<file path="src/rtl/rxf_pkg.sv">
// Shared helpers for the receive FIFO.
// Assumes a FIFO depth of at least 8, so that every threshold is non-zero.
package rxf_pkg;

    localparam int unsigned TSEL_W = 3;

    // Maps a threshold code onto an entry count for a FIFO of the given depth.
    function automatic int unsigned trig_count(input logic [TSEL_W-1:0] sel,
                                               input int unsigned depth);
        case (sel)
            3'd0:    return depth / 8;
            3'd1:    return depth / 4;
            3'd2:    return depth / 2;
            3'd3:    return (depth * 3) / 4;
            default: return (depth * 7) / 8;
        endcase
    endfunction

endpackage

</file>
<file path="src/rtl/rxf_store.sv">
// Storage array with read and write pointers for the receive FIFO.
// Assumes push and pop were already qualified by full and empty.
// The head entry is shown combinationally on rd_data.
module rxf_store #(
    parameter int unsigned DATA_W = 8,
    parameter int unsigned ADDR_W = 4
) (
    input  logic              clk,
    input  logic              rst_n,
    input  logic              push,
    input  logic              pop,
    input  logic [DATA_W-1:0] wr_data,
    output logic [DATA_W-1:0] rd_data
);
    localparam int unsigned DEPTH = 1 << ADDR_W;

    logic [ADDR_W-1:0] wr_ptr;
    logic [ADDR_W-1:0] rd_ptr;
    logic [DATA_W-1:0] slot [DEPTH];

    // Advance the pointers on qualified push and pop.
    always_ff @(posedge clk) begin
        if (!rst_n) begin
            wr_ptr <= '0;
            rd_ptr <= '0;
        end else begin
            if (push) wr_ptr <= wr_ptr + 1'b1;
            if (pop)  rd_ptr <= rd_ptr + 1'b1;
        end
    end

    // One write-enabled register per entry.
    for (genvar i = 0; i < DEPTH; i++) begin : g_slot
        always_ff @(posedge clk) begin
            if (push && (wr_ptr == ADDR_W'(i))) slot[i] <= wr_data;
        end
    end

    // Present the head entry.
    assign rd_data = slot[rd_ptr];

endmodule

</file>
<file path="src/rtl/rxf_count.sv">
// Occupancy counter, empty/full flags and sticky overrun flag.
// Assumes the requests come straight from the ports. It qualifies them into
// push/pop for the storage array. A write while full is dropped even when a
// read occurs in the same cycle.
module rxf_count #(
    parameter int unsigned ADDR_W = 4
) (
    input  logic            clk,
    input  logic            rst_n,
    input  logic            wr_req,
    input  logic            rd_req,
    input  logic            ovr_clr,
    output logic            push,
    output logic            pop,
    output logic [ADDR_W:0] level,
    output logic            empty,
    output logic            full,
    output logic            overrun
);
    localparam int unsigned LVL_W = ADDR_W + 1;
    localparam logic [LVL_W-1:0] DEPTH_L = LVL_W'(1 << ADDR_W);

    // Qualify the requests against the current flags.
    assign push  = wr_req && !full;
    assign pop   = rd_req && !empty;
    assign empty = (level == '0);
    assign full  = (level == DEPTH_L);

    // Track the occupancy; a combined push and pop cancel.
    always_ff @(posedge clk) begin
        if (!rst_n)             level <= '0;
        else if (push && !pop)  level <= level + 1'b1;
        else if (pop && !push)  level <= level - 1'b1;
    end

    // Sticky overrun: a dropped write sets it and wins over a clear.
    always_ff @(posedge clk) begin
        if (!rst_n)                  overrun <= 1'b0;
        else if (wr_req && full)     overrun <= 1'b1;
        else if (ovr_clr)            overrun <= 1'b0;
    end


    fill_le_depth_chk: assert property (@(posedge clk) disable iff (!rst_n)
        level <= DEPTH_L);


    empty_read_ignored_chk: assert property (@(posedge clk) disable iff (!rst_n)
        empty && rd_req && !wr_req |=> empty);


    both_hold_chk: assert property (@(posedge clk) disable iff (!rst_n)
        rd_req && wr_req && !empty && !full |=> $stable(level));


    full_drop_chk: assert property (@(posedge clk) disable iff (!rst_n)
        full && wr_req && !rd_req |=> full);


    ovr_set_chk: assert property (@(posedge clk) disable iff (!rst_n)
        full && wr_req |=> overrun);

endmodule

</file>
<file path="src/rtl/rxf_rts.sv">
// Request-to-send pin generation.
// Assumes level is the registered occupancy. The pin is combinational from
// it, so the pin moves in the same cycle as the count.
module rxf_rts #(
    parameter int unsigned ADDR_W = 4
) (
    input  logic                      clk,
    input  logic                      rst_n,
    input  logic [ADDR_W:0]           level,
    input  logic [rxf_pkg::TSEL_W-1:0] trig_sel,
    input  logic                      hw_en,
    input  logic                      sw_rts,
    output logic                      rts_n
);
    localparam int unsigned LVL_W = ADDR_W + 1;
    localparam int unsigned DEPTH = 1 << ADDR_W;

    logic [LVL_W-1:0] thresh;
    logic             at_trig;

    // Decode the threshold code and compare it with the count.
    always_comb begin
        thresh  = LVL_W'(rxf_pkg::trig_count(trig_sel, DEPTH));
        at_trig = (level >= thresh);
    end

    // Choose hardware or software control of the pin.
    assign rts_n = hw_en ? at_trig : sw_rts;


    sw_follow_chk: assert property (@(posedge clk) disable iff (!rst_n)
        !hw_en && $stable(sw_rts) && $stable(hw_en) |-> $stable(rts_n));

endmodule

</file>
<file path="src/rtl/rx_fifo_rts.sv">
// Receive FIFO with an active-low request-to-send output.
// Assumes DEPTH = 2**ADDR_W >= 8. Reset is synchronous and active low.
module rx_fifo_rts #(
    parameter int unsigned DATA_W = 8,
    parameter int unsigned ADDR_W = 4
) (
    input  logic              clk,
    input  logic              rst_n,
    input  logic              wr_en,
    input  logic [DATA_W-1:0] wr_data,
    input  logic              rd_en,
    output logic [DATA_W-1:0] rd_data,
    input  logic [2:0]        trig_sel,
    input  logic              hw_rts_en,
    input  logic              sw_rts,
    input  logic              ovr_clr,
    output logic              empty,
    output logic              full,
    output logic [ADDR_W:0]   level,
    output logic              overrun,
    output logic              rts_n
);
    logic push;
    logic pop;

    // Occupancy and flags.
    rxf_count #(.ADDR_W(ADDR_W)) u_count (
        .clk(clk), .rst_n(rst_n), .wr_req(wr_en), .rd_req(rd_en),
        .ovr_clr(ovr_clr), .push(push), .pop(pop), .level(level),
        .empty(empty), .full(full), .overrun(overrun)
    );

    // Data storage.
    rxf_store #(.DATA_W(DATA_W), .ADDR_W(ADDR_W)) u_store (
        .clk(clk), .rst_n(rst_n), .push(push), .pop(pop),
        .wr_data(wr_data), .rd_data(rd_data)
    );

    // Pin generation.
    rxf_rts #(.ADDR_W(ADDR_W)) u_rts (
        .clk(clk), .rst_n(rst_n), .level(level), .trig_sel(trig_sel),
        .hw_en(hw_rts_en), .sw_rts(sw_rts), .rts_n(rts_n)
    );


    empty_rts_low_chk: assert property (@(posedge clk) disable iff (!rst_n)
        hw_rts_en && empty |-> !rts_n);


    full_rts_high_chk: assert property (@(posedge clk) disable iff (!rst_n)
        hw_rts_en && full |-> rts_n);

endmodule

</file>
<file path="config.mk">
export PLATFORM = sky130hd
export DESIGN_NAME = rx_fifo_rts
export DESIGN_NICKNAME = d
export VERILOG_FILES = /design/src/rtl/rxf_pkg.sv /design/src/rtl/rxf_store.sv /design/src/rtl/rxf_count.sv /design/src/rtl/rxf_rts.sv /design/src/rtl/rx_fifo_rts.sv
export SDC_FILE = /design/constraint.sdc
export NUM_CORES = 1
export LEC_CHECK = 0
export BUFFER_PORTS_ARGS = -buffer_cell sky130_fd_sc_hd__buf_2
export CORE_ASPECT_RATIO = 0.5
export CORE_UTILIZATION = 47
export DETAILED_ROUTE_END_ITERATION = 7
export MAX_ROUTING_LAYER = met4
export SLEW_MARGIN = 10
export SYNTH_ARGS = -nofsm -noshare
export SYNTH_HDL_FRONTEND = slang
export SYNTH_SLANG_ARGS = --single-unit
</file>
<file path="constraint.sdc">
create_clock -name clk -period 3 [get_ports clk]
set_input_delay 0.9 -clock clk [delete_from_list [all_inputs] [get_ports clk]]
set_output_delay 0.9 -clock clk [all_outputs]
set_load 0.01 [all_outputs]
</file>
Word-level counts from Yosys, hierarchy flattened:

Memory sizes are Yosys's and may differ from the RTL's. A register that Yosys moved wholly into a read port is not among the register bits.
Cells that the tools add are included.

* latch bits: 0
* memory bits (read-only): 0
* input port bits: 18
* RAM bits: 128
* memories kept: 1
* output and inout bits: 17
* word-level logic and storage cells: 159
* register bits after elaboration: 14

Memory list
* u_store.slot: words 16, bits a word 8, read ports 1, clocked after memory_dff 1, wr ports 1, line rxf_store.sv:19 `logic [DATA_W-1:0] slot [DEPTH];`

* shifts and indexed selects: 0
* $add $sub $neg: 4
* mux-type cells: 85
* bitwise logic cells: 0
* $mul: 0
* reduce and logical (&&, ||, !) cells: 45
* equality and inequality tests: 19
* magnitude comparators: 1
* div/mod/pow operators: 0

Operators with widths (count)
* 8-bit 2-to-1 mux: 15
* 8-bit OR reduction: 15
* 4-bit 2-to-1 mux: 17
* 1-bit 2-to-1 mux: 50
* 4-bit equality test, second input constant: 8
* 1-bit logical AND: 21
* 4-bit by 3-bit equality test with 1-bit output, second input constant: 4
* 4-bit one-hot mux with 4 select lines: 1
* 5-bit 2-to-1 mux: 2
* 4-bit by 1-bit adder with 4-bit output, second input constant: 2
* 4-bit by 2-bit equality test with 1-bit output, second input constant: 2
* 3-bit by 2-bit equality test with 1-bit output, second input constant: 2
* 5-bit by 1-bit adder with 5-bit output, second input constant: 1
* 5-bit equality test, second input constant: 1
* 5-bit by 4-bit greater-or-equal comparator with 1-bit output: 1
* 5-bit logical NOT: 1
* 5-bit by 1-bit subtractor with 5-bit output, second input constant: 1
* 4-bit by 1-bit equality test with 1-bit output, second input constant: 1
* 1-bit logical NOT: 4
* 4-bit logical NOT: 1
* 2-bit nonzero test: 2
* 3-bit by 1-bit equality test with 1-bit output, second input constant: 1
* 3-bit logical NOT: 1

Depth between registers and ports, before layout:

* depth in word-level cells: 22
* depth in mapped cells: 11
* depth with buffers taken out: 9

By module:

A second synthesis with hierarchy kept.

* cell total of the unflattened synthesis: 318
* area total of the unflattened synthesis: 5974.5 um^2

By module, submodules not included
* rxf_store: instances 1, area an instance 5470.2 um^2, cells an instance 260
* rxf_count: instances 1, area an instance 411.6 um^2, cells an instance 45
* rxf_rts: instances 1, area an instance 92.6 um^2, cells an instance 13

Worst setup path after synthesis:

Ideal clock, no wire load.

* kind: input to output
* start point: input port trig_sel[2]
* end point: output port rts_n
* data arrival time: 1828 ps
* cell stages on the path: 6
* required time: 2100 ps
* setup slack: 272 ps
* cells stage by stage: o21bai_1 ha_1 nand2b_1 a21boi_0 o21ai_0 a31oi_1

* longest elaborated chain between the ends: 4

Ends and longest elaborated chain
* start, declared: line rx_fifo_rts.sv:13 `input logic [2:0] trig_sel,`
* 3-bit by 2-bit equality test with 1-bit output, or another cell as far along: line rxf_pkg.sv:10 `case (sel)`
* 4-bit one-hot mux with 4 select lines (*): line rxf_pkg.sv:10
* 5-bit by 4-bit greater-or-equal comparator with 1-bit output (*): line rxf_rts.sv:24 `at_trig = (level >= thresh);`
* 1-bit 2-to-1 mux (*): line rxf_rts.sv:28 `assign rts_n = hw_en ? at_trig : sw_rts;`
* end, declared: line rx_fifo_rts.sv:21 `output logic rts_n`

Mark *: on every way between the ends. The rest lies on a longest branch, timed or not.

==> run metrics <==
status=completed; fin util=58.2%; DRC violations left=0; final count of negative-setup-slack endpoints=0; die width=160 µm; CTS Sinks=146; Synth Net Count=360; Placer Congestion=about 0.75; Total Wirelength=11700 µm; via count=3089; critical-path cell list=buf_8 -> mux4_2 -> a22oi_2 -> nand2_1 -> buf_2; ratio of cells with drive above 1 in the final layout=roughly 32%; WL/cell=20.6 µm; Hold Fails Final Rpt=0; Critical Path Fanout Max=9; worst path required time=2.10 ns; Die Y=81.2 µm; CTS buffer count=17; clock-pin slew on the worst setup and hold paths=0.06 ns; Max-Cap Viols=0; clock period minus worst slack=2.93 ns; Initial Util=between 40 and 50%; Synth async-reset ratio=0%; Ys Warns=0; ant diodes=0; gr ovfl total=0; worst skew pair latency=~0.41 ns; HP Class=flop to flop; Pins Over Slew Limit=0; area growth from synthesis to layout=18.7%; clock tree buffer depth=2; EDFF count, synth=128; #FFs+latches synth=between 100 and 150; Setup Fix Bufs, Post-CTS=0; router iterations before antenna repair=6; CP Launch Type=flop; Vias/cell=5.44; Mapped Area=5890 µm²; max incr delay on CP=0.53 ns; first-pass GRT wire length=17800 µm; nets@finish=421; dpl cell area=6400 µm²; Syn Inst Count=~330; fin crit share=a little over nine tenths; post-synthesis sequential area ratio=71.4%; die area=13000 µm²; Core ar.=12000 µm²; skew final=0.00570 ns; TritonCTS clock tree=built; post-route cell area=around 7000 µm²; number of port buffers=34; vias in the first global route=3188; IR drop worst, VDD=between 0.0005 and 0.0006 V; Syn Area/Cell=17.9 µm²; largest net degree at the start of global routing=33; Unique masters post-synth=35; CP max stage cell=mux4_2; ys flop type=edfxtp_1; LEAKAGE=around 2.4 nW; slew margin rel.=71.2%; fmax=0.341 GHz; Post-DP HPWL=7620 µm; clock root cell=clkbuf_16; Worst Setup Path Type=flop to output port; initial DRC count=171; Crit path arrival time=2.03 ns; Worst-Margin Slew=around 0.43 ns; antenna viol nets, final=0; initial antenna violation count=0; total track usage=20.2%; CTS H-tree lvls=4; PwrDens=837 nW/µm²; Setup crit end kind=output port; Ports=35; FP Rows=28
[metrics by stage]
step	TNS, ns	power, W	hold WS [ns]	setup slack (ns)	instances
after floorplan	0	0.00348	0.531	0.272	329
after global placement	0	0.00388	0.547	0.0909	535
after detailed placement	0	0.00394	0.570	0.0390	535
after CTS	0	0.00584	0.585	0.0141	567
after global routing	-0.00134	0.00613	0.592	-0.00134	568
final	0	0.00585	0.577	0.0693	568
[worst max-delay path: cells and delay by family, from the launching register on]
kind	cells	cell delay, ns
DFF	1	0.41
AOI/OAI and AO/OA	1	0.19
buffers and inverters	2	0.35
muxes	1	0.53
and+or+nand+nor	1	0.14
[placed cells by master (no fill, tap or decap), types with 2 or more instances in the layout]
master	synthesis	routed
clkinvlp_4	0	4
a22oi_1	16	12
nand2b_1	5	5
edfxtp_1	128	128
mux4_2	32	32
xnor2_1	5	5
clkinv_2	0	2
clkinv_4	0	3
clkbuf_16	0	18
a21oi_1	3	3
buf_4	0	21
a22oi_2	0	4
nor2_1	23	23
buf_2	4	34
o21a_1	3	3
inv_6	0	3
nand2_1	17	17
o21ai_0	3	2
nor3_1	5	5
mux2i_1	5	5
ha_1	12	12
nor2b_1	6	6
buf_12	0	2
inv_1	6	6
dfxtp_1	18	17
nand3_1	3	3
and2_1	9	9
[final cells by class]
cell class                      instances  area [µm²]
Sequential cell                       146        4210
Tap cell                              165         206
Multi-Input combinational cell        160        1610
Clock buffer                           18         429
Clock inverter                         14         108
Fill cell                             900        5020
Inverter                                6        22.5
Timing Repair Buffer                   59         408
[power breakdown]
group	total (W)	switching [W]	internal [W]
Clock	0.00189	0.000821	0.00106
Combinational	0.00154	0.000773	0.000763
Sequential	0.00243	0.000101	0.00233
Total	0.00585	0.00169	0.00416
[cell usage after synthesis, types with 3 or more instances]
| cell | number | area, µm² |
|---|---|---|
| clkbuf_1 | 9 | 33.8 |
| nand3_1 | 3 | 15.0 |
| edfxtp_1 | 128 | 3840 |
| xnor2_1 | 5 | 43.8 |
| nand2b_1 | 5 | 31.3 |
| nor3_1 | 5 | 25.0 |
| a21oi_1 | 3 | 15.0 |
| buf_2 | 4 | 20.0 |
| nor2b_1 | 6 | 37.5 |
| buf_1 | 3 | 11.3 |
| ha_1 | 12 | 150 |
| mux2i_1 | 5 | 50.1 |
| and2_1 | 9 | 56.3 |
| a22oi_1 | 16 | 120 |
| o21ai_0 | 3 | 15.0 |
| nand2_1 | 17 | 63.8 |
| inv_1 | 6 | 22.5 |
| nor2_1 | 23 | 86.3 |
| o21a_1 | 3 | 22.5 |
| mux4_2 | 32 | 721 |
| dfxtp_1 | 18 | 360 |
[final timing paths]
check                                  startpoint                end  slack [ns]  cells after the start
worst max-delay path                         flop         rd_data[6]        0.07                      5
worst min-delay path            u_store.rd_ptr[1]  u_store.rd_ptr[1]        0.58                      2
worst max register to register   u_count.level[1]   u_count.level[3]        0.24                      9
worst min register to register  u_store.rd_ptr[1]  u_store.rd_ptr[1]        0.58                      2
[sequential cells by signal, summed over array words and instances (netlist names), named ones only]
signal,flops
u_store.wr_ptr,4
u_count.level,5
u_store.slot,128
u_store.rd_ptr,4
u_count.overrun,1
[routing by layer]
layer	up-vias	GRT usage (%)	wire, µm
met5	-	-	0
met2	111	31.3	5520
met1	1552	26.3	5220
met3	8	6.18	886
li1	1418	-	-
met4	0	5.24	82
[kinds of logic after synthesis]
kind of cell	count (synthesis)	synth area share (%)
buffers and inverters	23	1.68
multiplexers	37	13.1
flip-flops	146	71.4
adder cells (fa/ha/maj)	13	2.89
XOR/XNOR	6	0.892
AO/OA/AOI/OAI	32	4.18
AND/OR/NAND/NOR	72	5.90
[what timing repair did]
| action | 4_1_cts | 5_1_grt |
|---|---|---|
| endpoints found under the hold margin | 0 | 0 |
| hold buffers | 0 | 0 |
| resized for setup | 2 | 8 |
| endpoints found under the setup margin | 2 | 8 |
| gates cloned | 0 | 1 |
| pin swaps | 0 | 1 |
Note: power is estimated with default switching activity, not from simulation.
